`config.mk`:
```
export PLATFORM = sky130hd
export DESIGN_NAME = twi_stat_irq
export DESIGN_NICKNAME = d
export VERILOG_FILES = /design/src/rtl/twi_stat_pkg.sv /design/src/rtl/twi_stat_ctrl.sv /design/src/rtl/twi_stat_dp.sv /design/src/rtl/twi_stat_irq.sv
export SDC_FILE = /design/constraint.sdc
export NUM_CORES = 1
export LEC_CHECK = 0
export BUFFER_PORTS_ARGS = -buffer_cell sky130_fd_sc_hd__buf_2
export CAP_MARGIN = 40
export CORE_MARGIN = 2
export CORE_UTILIZATION = 30
export DETAILED_ROUTE_END_ITERATION = 10
export PLACE_DENSITY_LB_ADDON = 0.2
export SYNTH_ARGS = -nofsm -noshare
export SYNTH_HDL_FRONTEND = slang
export SYNTH_HIERARCHICAL = 1
export SYNTH_SLANG_ARGS = --single-unit
```
`constraint.sdc`:
```
create_clock -name clk -period 1.3 [get_ports clk]
set_clock_uncertainty 0.1 [all_clocks]
set_input_delay 0.195 -clock clk [delete_from_list [all_inputs] [get_ports clk]]
set_output_delay 0.195 -clock clk [all_outputs]
set_load 0.005 [all_outputs]
```
`src/rtl/twi_stat_pkg.sv`:
```
package twi_stat_pkg;
  localparam int BIT_TXC = 0;
  localparam int BIT_RXR = 1;
  localparam int BIT_TXR = 2;
  localparam int BIT_OVR = 6;
  localparam int BIT_UNR = 7;
  localparam int BIT_NAK = 8;
  localparam int MIN_W   = 9;

  typedef struct packed {
    logic setRx;
    logic clrRx;
    logic setOvr;
    logic setTx;
    logic clrTx;
    logic setUnr;
    logic setNak;
    logic clrSticky;
    logic armBusy;
    logic maskHold;
  } stat_strobe_t;
endpackage

```
`src/rtl/twi_stat_ctrl.sv`:
```
module twi_stat_ctrl
  import twi_stat_pkg::*;
#(
  parameter int STW          = 9,
  parameter bit HAS_UNDERRUN = 1'b1
) (
  input  logic             ierWr,
  input  logic [STW-1:0]   ierData,
  input  logic             idrWr,
  input  logic [STW-1:0]   idrData,
  input  logic             statusRd,
  input  logic             rhrRd,
  input  logic             thrWr,
  input  logic             startWr,
  input  logic             rxByte,
  input  logic             txLoad,
  input  logic             shiftNeed,
  input  logic             nackEvt,
  input  logic             rxRdyNow,
  input  logic             txRdyNow,
  output stat_strobe_t     strb,
  output logic [STW-1:0]   maskSetVec,
  output logic [STW-1:0]   maskClrVec
);
  logic unrEvent;

  generate
    if (HAS_UNDERRUN) begin : g_unr
      assign unrEvent = shiftNeed & txRdyNow & ~thrWr;
    end else begin : g_no_unr
      logic unusedUnr;
      assign unusedUnr = shiftNeed & txRdyNow;
      assign unrEvent  = 1'b0;
    end
  endgenerate

  always_comb begin
    strb.setRx     = rxByte;
    strb.clrRx     = rhrRd;
    strb.setOvr    = rxByte & rxRdyNow & ~rhrRd;
    strb.setTx     = txLoad;
    strb.clrTx     = thrWr;
    strb.setUnr    = unrEvent;
    strb.setNak    = nackEvt;
    strb.clrSticky = statusRd;
    strb.armBusy   = startWr | thrWr;
    strb.maskHold  = ierWr | idrWr;
    maskSetVec     = ierWr ? ierData : '0;
    maskClrVec     = idrWr ? idrData : '0;
  end
endmodule

```
`src/rtl/twi_stat_dp.sv`:
```
module twi_stat_dp
  import twi_stat_pkg::*;
#(
  parameter int STW = 9,
  parameter logic [STW-1:0] VALID_MASK = '1
) (
  input  logic           clk,
  input  logic           rstN,
  input  stat_strobe_t   strb,
  input  logic [STW-1:0] maskSetVec,
  input  logic [STW-1:0] maskClrVec,
  input  logic           lineIdle,
  output logic           rxRdyNow,
  output logic           txRdyNow,
  output logic [STW-1:0] status,
  output logic [STW-1:0] maskOut,
  output logic           irq
);
  logic txComp, busy, rxRdy, txRdy, ovr, unr, nak;
  logic busyNext;
  logic [STW-1:0] maskReg;

  assign busyNext = strb.armBusy | (busy & lineIdle);

  always_ff @(posedge clk or negedge rstN) begin
    if (!rstN) begin
      busy   <= 1'b0;
      txComp <= 1'b1;
    end else begin
      busy   <= busyNext;
      txComp <= lineIdle & ~busyNext;
    end
  end

  always_ff @(posedge clk or negedge rstN) begin
    if (!rstN) begin
      rxRdy <= 1'b0;
      txRdy <= 1'b1;
    end else begin
      if (strb.setRx)      rxRdy <= 1'b1;
      else if (strb.clrRx) rxRdy <= 1'b0;
      if (strb.clrTx)      txRdy <= 1'b0;
      else if (strb.setTx) txRdy <= 1'b1;
    end
  end

  always_ff @(posedge clk or negedge rstN) begin
    if (!rstN) begin
      ovr <= 1'b0;
      unr <= 1'b0;
      nak <= 1'b0;
    end else begin
      if (strb.setOvr)          ovr <= 1'b1;
      else if (strb.clrSticky)  ovr <= 1'b0;
      if (strb.setUnr)          unr <= 1'b1;
      else if (strb.clrSticky)  unr <= 1'b0;
      if (strb.setNak)          nak <= 1'b1;
      else if (strb.clrSticky)  nak <= 1'b0;
    end
  end

  always_comb begin
    status          = '0;
    status[BIT_TXC] = txComp;
    status[BIT_RXR] = rxRdy;
    status[BIT_TXR] = txRdy;
    status[BIT_OVR] = ovr;
    status[BIT_UNR] = unr;
    status[BIT_NAK] = nak;
  end

  always_ff @(posedge clk or negedge rstN) begin
    if (!rstN) begin
      maskReg <= '0;
      irq     <= 1'b0;
    end else begin
      maskReg <= (maskReg | maskSetVec) & ~maskClrVec & VALID_MASK;
      if (!strb.maskHold) irq <= |(status & maskReg);
    end
  end

  assign maskOut  = maskReg;
  assign rxRdyNow = rxRdy;
  assign txRdyNow = txRdy;
endmodule

```
`src/rtl/twi_stat_irq.sv`:
```
module twi_stat_irq
  import twi_stat_pkg::*;
#(
  parameter int STW          = 9,
  parameter bit HAS_UNDERRUN = 1'b1
) (
  input  logic           clk,
  input  logic           rstN,
  input  logic           ierWr,
  input  logic [STW-1:0] ierData,
  input  logic           idrWr,
  input  logic [STW-1:0] idrData,
  input  logic           statusRd,
  input  logic           rhrRd,
  input  logic           thrWr,
  input  logic           startWr,
  input  logic           lineIdle,
  input  logic           rxByte,
  input  logic           txLoad,
  input  logic           shiftNeed,
  input  logic           nackEvt,
  output logic [STW-1:0] status,
  output logic [STW-1:0] maskOut,
  output logic           irq
);
  localparam logic [STW-1:0] VALID_MASK = STW'((1 << BIT_TXC) | (1 << BIT_RXR) |
      (1 << BIT_TXR) | (1 << BIT_OVR) | (HAS_UNDERRUN ? (1 << BIT_UNR) : 0) | (1 << BIT_NAK));

  stat_strobe_t   strb;
  logic [STW-1:0] maskSetVec, maskClrVec;
  logic           rxRdyNow, txRdyNow;

  twi_stat_ctrl #(.STW(STW), .HAS_UNDERRUN(HAS_UNDERRUN)) u_ctrl (
    .ierWr(ierWr), .ierData(ierData), .idrWr(idrWr), .idrData(idrData),
    .statusRd(statusRd), .rhrRd(rhrRd), .thrWr(thrWr), .startWr(startWr),
    .rxByte(rxByte), .txLoad(txLoad), .shiftNeed(shiftNeed), .nackEvt(nackEvt),
    .rxRdyNow(rxRdyNow), .txRdyNow(txRdyNow), .strb(strb),
    .maskSetVec(maskSetVec), .maskClrVec(maskClrVec)
  );

  twi_stat_dp #(.STW(STW), .VALID_MASK(VALID_MASK)) u_dp (
    .clk(clk), .rstN(rstN), .strb(strb), .maskSetVec(maskSetVec),
    .maskClrVec(maskClrVec), .lineIdle(lineIdle), .rxRdyNow(rxRdyNow),
    .txRdyNow(txRdyNow), .status(status), .maskOut(maskOut), .irq(irq)
  );
endmodule

```
==> results of run 1 <==
-- power breakdown --
part	internal, µW	total (µW)	switching (µW)
clock	170	304	134
sequential	479	512	33.3
combinational	98.1	171	73.0
-- per-stage QoR --
stage	cells	util (%)
global placement	131	35.3
CTS	139	38.5
global route	138	38.3
floorplan	83	-
detailed placement	131	35.3
finish	138	38.3
-- worst paths after layout --
path / to / cells after the start / from / slack (ns)
min in group asynchronous: u_dp/busy$_DFF_PN0_ / 2 / rstN / 0.23
min reg2reg: u_dp/busy$_DFF_PN0_ / 1 / u_dp/busy$_DFF_PN0_ / 0.39
min: u_dp/rxRdyNow$_DFFE_PN0P_ / 2 / rxByte / 0.02
max: status[2] / 1 / u_dp/txRdyNow$_DFFE_PN1P_ / 0.07
max reg2reg: u_dp/irq$_DFFE_PN0N_ / 2 / u_dp/rxRdyNow$_DFFE_PN0P_ / 0.27
max in group asynchronous: u_dp/txRdyNow$_DFFE_PN1P_ / 2 / rstN / 0.59
-- flip-flops by register name, summed over array words and instances, names as in the netlist --
| register | cells |
|---|---|
| u_dp/maskOut | 6 |
| u_dp/busy | 1 |
| u_dp/irq | 1 |
| u_dp/nak | 1 |
| u_dp/ovr | 1 |
| u_dp/rxRdyNow | 1 |
| u_dp/txComp | 1 |
| u_dp/txRdyNow | 1 |
| u_dp/unr | 1 |
-- repair_timing --
item                                    CTS  global route
hold buffers                              4             0
hold endpoints to repair                 17             0
buffers inserted                          0             0
endpoints found under the setup margin    0             1
-- cells in the final DEF, fill, tap and decap left out, types with 2 or more instances in the layout --
cell type,count
buf_2,36
nor2_1,15
dfrtp_1,12
and2_2,6
and2_1,6
conb_1,6
dlygate4sd3_1,4
a21o_1,4
inv_1,4
clkbuf_4,3
and3b_1,2
a22oi_1,2
dfstp_2,2
-- area by class of cell --
| class | count | area, µm² | share of cell area (%) |
|---|---|---|---|
| multi-input cells | 46 | 269 | 28.9 |
| inverters | 4 | 15.0 | 1.61 |
| repair buffers | 40 | 220 | 23.7 |
| well taps | 30 | 37.5 | 4.03 |
| flip-flops and latches | 14 | 353 | 37.9 |
| clock buffers | 4 | 36.3 | 3.90 |
-- per-layer routing --
metal / part of all wire [%] / GRT usage (%) / vias up
li1: - / - / 287
met1: 42 / 11.7 / 264
met2: 51 / 17.9 / 19
met3: 5.7 / 1.64 / 2
met4: 1.9 / 8.75 / 0
met5: 0 / 0 / -
==> results.md, run 1 <==
* Placement Cell Area at 860 µm²
* Final Power at 988 µW
* Crit path max-delay family: flip-flops
* Period utilization at 94.9%
* Routed vias/inst at approximately 4.1
* Setup CP Type: reg2out
* Initial Util at 31.3%
* Core Box Area at 0.00243 mm²
* Antenna-violating nets left at 0
* Unrepaired setup endpoints after global routing: no
* Synth Warn # at 6
* H-tree depth at 1
* Vias in the first global route at 480
* CTS sink count at 14
* Crit path capture type: output pin
* Outcome: complete, no violations
* Max Fanout on Critical Path at 4
* Hpwl dp at 1.14 mm
* Share of cells above drive strength 1 at 47.2%
* CP max stage cell: dfstp_2
* Die height at about 54 µm
* Critical Path AT at 0.94 ns
* Port bufs at 37
* Cts repair resizes at 0
* Setup ws final at 0.0663 ns
* DRT Pass-1 Iters at 2
* First-pass GRT wire length at 2.13 mm
* Clk root buf: clkbuf_4
* FILL cells at around 260
* Slowest stage delay, CP at around 0.56 ns
* Nets at 140
* Max clock buf depth at 2
* Synthesis-to-finish area growth at 22.4%
* Final Cell Area at 931 µm²
* MaxCap Viol Count at 0
* Final setup violation count at 0
* Die Span X at 54.4 µm
* Total die area at 0.00295 mm²
* Worst-path clk slew at 0.08 ns
* Fin. Hold Viols at 0
* DP Worst Slack at 0.176 ns
* Syn Std Cell Area at 761 µm²
* Crit path cell chain: buf_2
* Peak Freq at between 0.8 and 0.9 GHz
* CTS tree: yes
* WL final at 1.45 mm
* Critical Path RT at 1.00 ns
* Worst-skew pair later-pin latency at 0.27 ns
* Cells after Synth at 78
* Total global routing overflow at 0
* Wire length per cell at ~10 µm
* GPL Wtd Cong at slightly below 0.7
* Worst min path class: in2reg
* Largest net degree at the start of global routing at 15
* GRT Overall Usage at 10.6%
* Ant diodes at 0
* Initial antenna violation count at 0
* Pleak at 0.000513 µW
* Synthesized area per cell at 9.75 µm²
* CTS buffer count at 3
* # IOs at 50
* Max VDD drop at around 500 µV
* Cell Pwr Density at ~1100 mW/mm²
* Slew Limit Fails at 0
* Core Rows at 18
* Worst Path Buf+Inv at 1
* Drt drc at 0
* TNS Setup at 0 ns
* Startpoint Class: flop
* Hold WS at 0.0162 ns
* Fin crit period at 1.23 ns
* Vias at 572
* Iter 0 DRT Violations at 3
Power figures use the tool's default switching activity.
==> run 2: changes to the inputs <==
--- a/config.mk
+++ b/config.mk
@@ -7,7 +7,7 @@
 export LEC_CHECK = 0
 export BUFFER_PORTS_ARGS = -buffer_cell sky130_fd_sc_hd__buf_2
 export CAP_MARGIN = 40
-export CORE_MARGIN = 2
+export CORE_MARGIN = 4
 export CORE_UTILIZATION = 30
 export DETAILED_ROUTE_END_ITERATION = 10
 export PLACE_DENSITY_LB_ADDON = 0.2
==> results.md, run 2 (synthesized netlist as in run 1, its figures left out) <==
* Slew Limit Fails at 0 (unchanged)
* Sequential share of power at 52.1% (+0.2 points)
* Largest net degree at the start of global routing at 15 (unchanged)
* Antenna-violating nets left at 0 (unchanged)
* Startpoint Class: flop
* Commonest non-fill, non-tap cell in the layout: buf_2
* Port bufs at 37 (unchanged)
* Period utilization at 94.5% (-0.39 points)
* Fin. Hold Viols at 0 (unchanged)
* NetSw at 239 µW (-0.64%)
* # IOs at 50 (unchanged)
* Peak Freq at 0.814 GHz (+0.41%)
* Setup CP Type: reg2out
* Setup ws final at 0.0714 ns (+0.00503 ns)
* Core Box Area at 0.00232 mm² (-4.7%)
* Unrepaired setup endpoints after global routing: no
* Drt drc at 0 (unchanged)
* Setup bufs post-CTS at 0 (unchanged)
* CTS buffer count at 3 (unchanged)
* CP max stage cell: dfstp_2
* Initial Util at 32.8% (+1.5 points)
* Initial antenna violation count at 0 (unchanged)
* GRT Overall Usage at 9.08% (-1.5 points)
* Iter 0 DRT Violations at 15 (+12)
* FILL cells at 241 (-8.4%)
* Outcome: complete, no violations
* Switching share of power at 24.2% (-0.12 points)
* CTS sink count at 14 (unchanged)
* Cts repair resizes at 0 (unchanged)
* Critical Path RT at 1.00 ns (about the same)
* Die Span X at 58.4 µm (+7.4%)
* Worst-skew pair later-pin latency at 0.27 ns (about the same)
* Vias at 550 (-3.8%)
* Worst-path clk slew at 0.08 ns (about the same)
* Max reg flops at 6 (unchanged)
* Synthesis-to-finish area growth at 22.0%
* Share of cells above drive strength 1 at 47.2% (unchanged)
* Crit path max-delay family: flip-flops
* Routed vias/inst at 4.04 (-2.4%)
* TNS Setup at 0 ns (unchanged)
* Wire length per cell at 10.8 µm (+3.4%)
* Total die area at 0.00341 mm² (+15%)
* Clk pwr share at 30.5% (-0.3 points)
* Comb power frac at 17.4% (about the same)
* Slowest stage delay, CP at 0.55 ns (about the same)
* Clk root buf: clkbuf_4
* Total global routing overflow at 0 (unchanged)
* Vias in the first global route at 550 (+15%)
* Max Fanout on Critical Path at 4 (unchanged)
* Core Util, Final at 40.0% (+1.8 points)
* H-tree depth at 1 (unchanged)
* Pleak at 0.000513 µW (unchanged)
* Critical Path AT at 0.93 ns (about the same)
* MaxCap Viol Count at 0 (unchanged)
* Die height at 58.4 µm (+7.4%)
* Max clock buf depth at 2 (unchanged)
* CTS tree: yes
* Fin crit period at 1.23 ns (-0.00503 ns)
* Worst Path Buf+Inv at 1 (unchanged)
* Worst min path class: in2reg
* Ant diodes at 0 (unchanged)
* Final setup violation count at 0 (unchanged)
* Nets at 140 (unchanged)
* Core Rows at 17 (-1)
* Max VDD drop at 456 µV (-10%)
* WL final at 1.47 mm (+1.9%)
* Cell Pwr Density at 1060 mW/mm² (+0.12%)
* Most frequent cells in the layout: buf_2 (36), nor2_1 (15), dfrtp_1 (12)
* Internal at 748 µW (about the same)
* GPL Wtd Cong at 0.740 (+7.8%)
* DP Worst Slack at 0.172 ns (-0.00347 ns)
* First-pass GRT wire length at 2.32 mm (+9.1%)
* Crit path capture type: output pin
* DRT Pass-1 Iters at 6 (+4)
* Crit path cell chain: buf_2
[run 2: cell counts in the layout (fill, tap and decap cells not counted)]
Identical to the previous run, type by type.
[run 2: path summary, 6_finish.rpt]
| path | start | end | slack (ns) | cells past startpoint |
|---|---|---|---|---|
| setup / recovery | u_dp/txRdyNow$_DFFE_PN1P_ | status[2] | 0.07 | 1 |
| hold / removal | rxByte | u_dp/rxRdyNow$_DFFE_PN0P_ | 0.02 | 2 |
| setup reg to reg | u_dp/rxRdyNow$_DFFE_PN0P_ | u_dp/irq$_DFFE_PN0N_ | 0.26 | 2 |
| hold reg to reg | u_dp/busy$_DFF_PN0_ | u_dp/busy$_DFF_PN0_ | 0.38 | 1 |
| max in group asynchronous | rstN | u_dp/txComp$_DFF_PN1_ | 0.58 | 2 |
| min in group asynchronous | rstN | u_dp/nak$_DFFE_PN0P_ | 0.24 | 2 |
[run 2: routing by layer]
layer	up-vias	track usage, %	wire, µm	part of all wire [%]
li1	287	-	-	-
met1	234	11.7	666	45
met2	29	13.1	640	43
met3	0	4.61	165	11
met4	0	2.98	0	0
met5	-	0	0	0
[run 2: stage by stage]
stage	hold WS (ns)	instance area [µm²]	std cells	power, µW
2_1_floorplan	-0.201	779	83	631
3_3_place_gp	0.0118	857	129	687
3_5_place_dp	0.00777	857	129	690
4_1_cts	0.00117	933	137	1020
5_1_grt	0.00395	928	136	1060
6_report	0.0185	928	136	986
[run 2: repair_timing]
item                                   in CTS  in global routing
hold buffers                                4                  0
setup endpoints to repair                   0                  1
endpoints found under the hold margin      17                  0
[run 2: cell type report]
cell class	count	area [µm²]	share of cell area, %
sequential	14	353	38.0
multi-input combinational	46	269	29.0
timing repair buffer	40	220	23.7
clock buffer	4	36.3	3.91
tap	28	35.0	3.77
inverter	4	15.0	1.62
[run 2: power groups by stage]
stage | combinational (µW) | sequential, µW | clock [µW]
floorplan | 113 | 518 | 0
global placement | 165 | 522 | 0
detailed placement | 167 | 523 | 0
CTS | 177 | 515 | 324
global route | 196 | 522 | 338
finish | 172 | 514 | 301
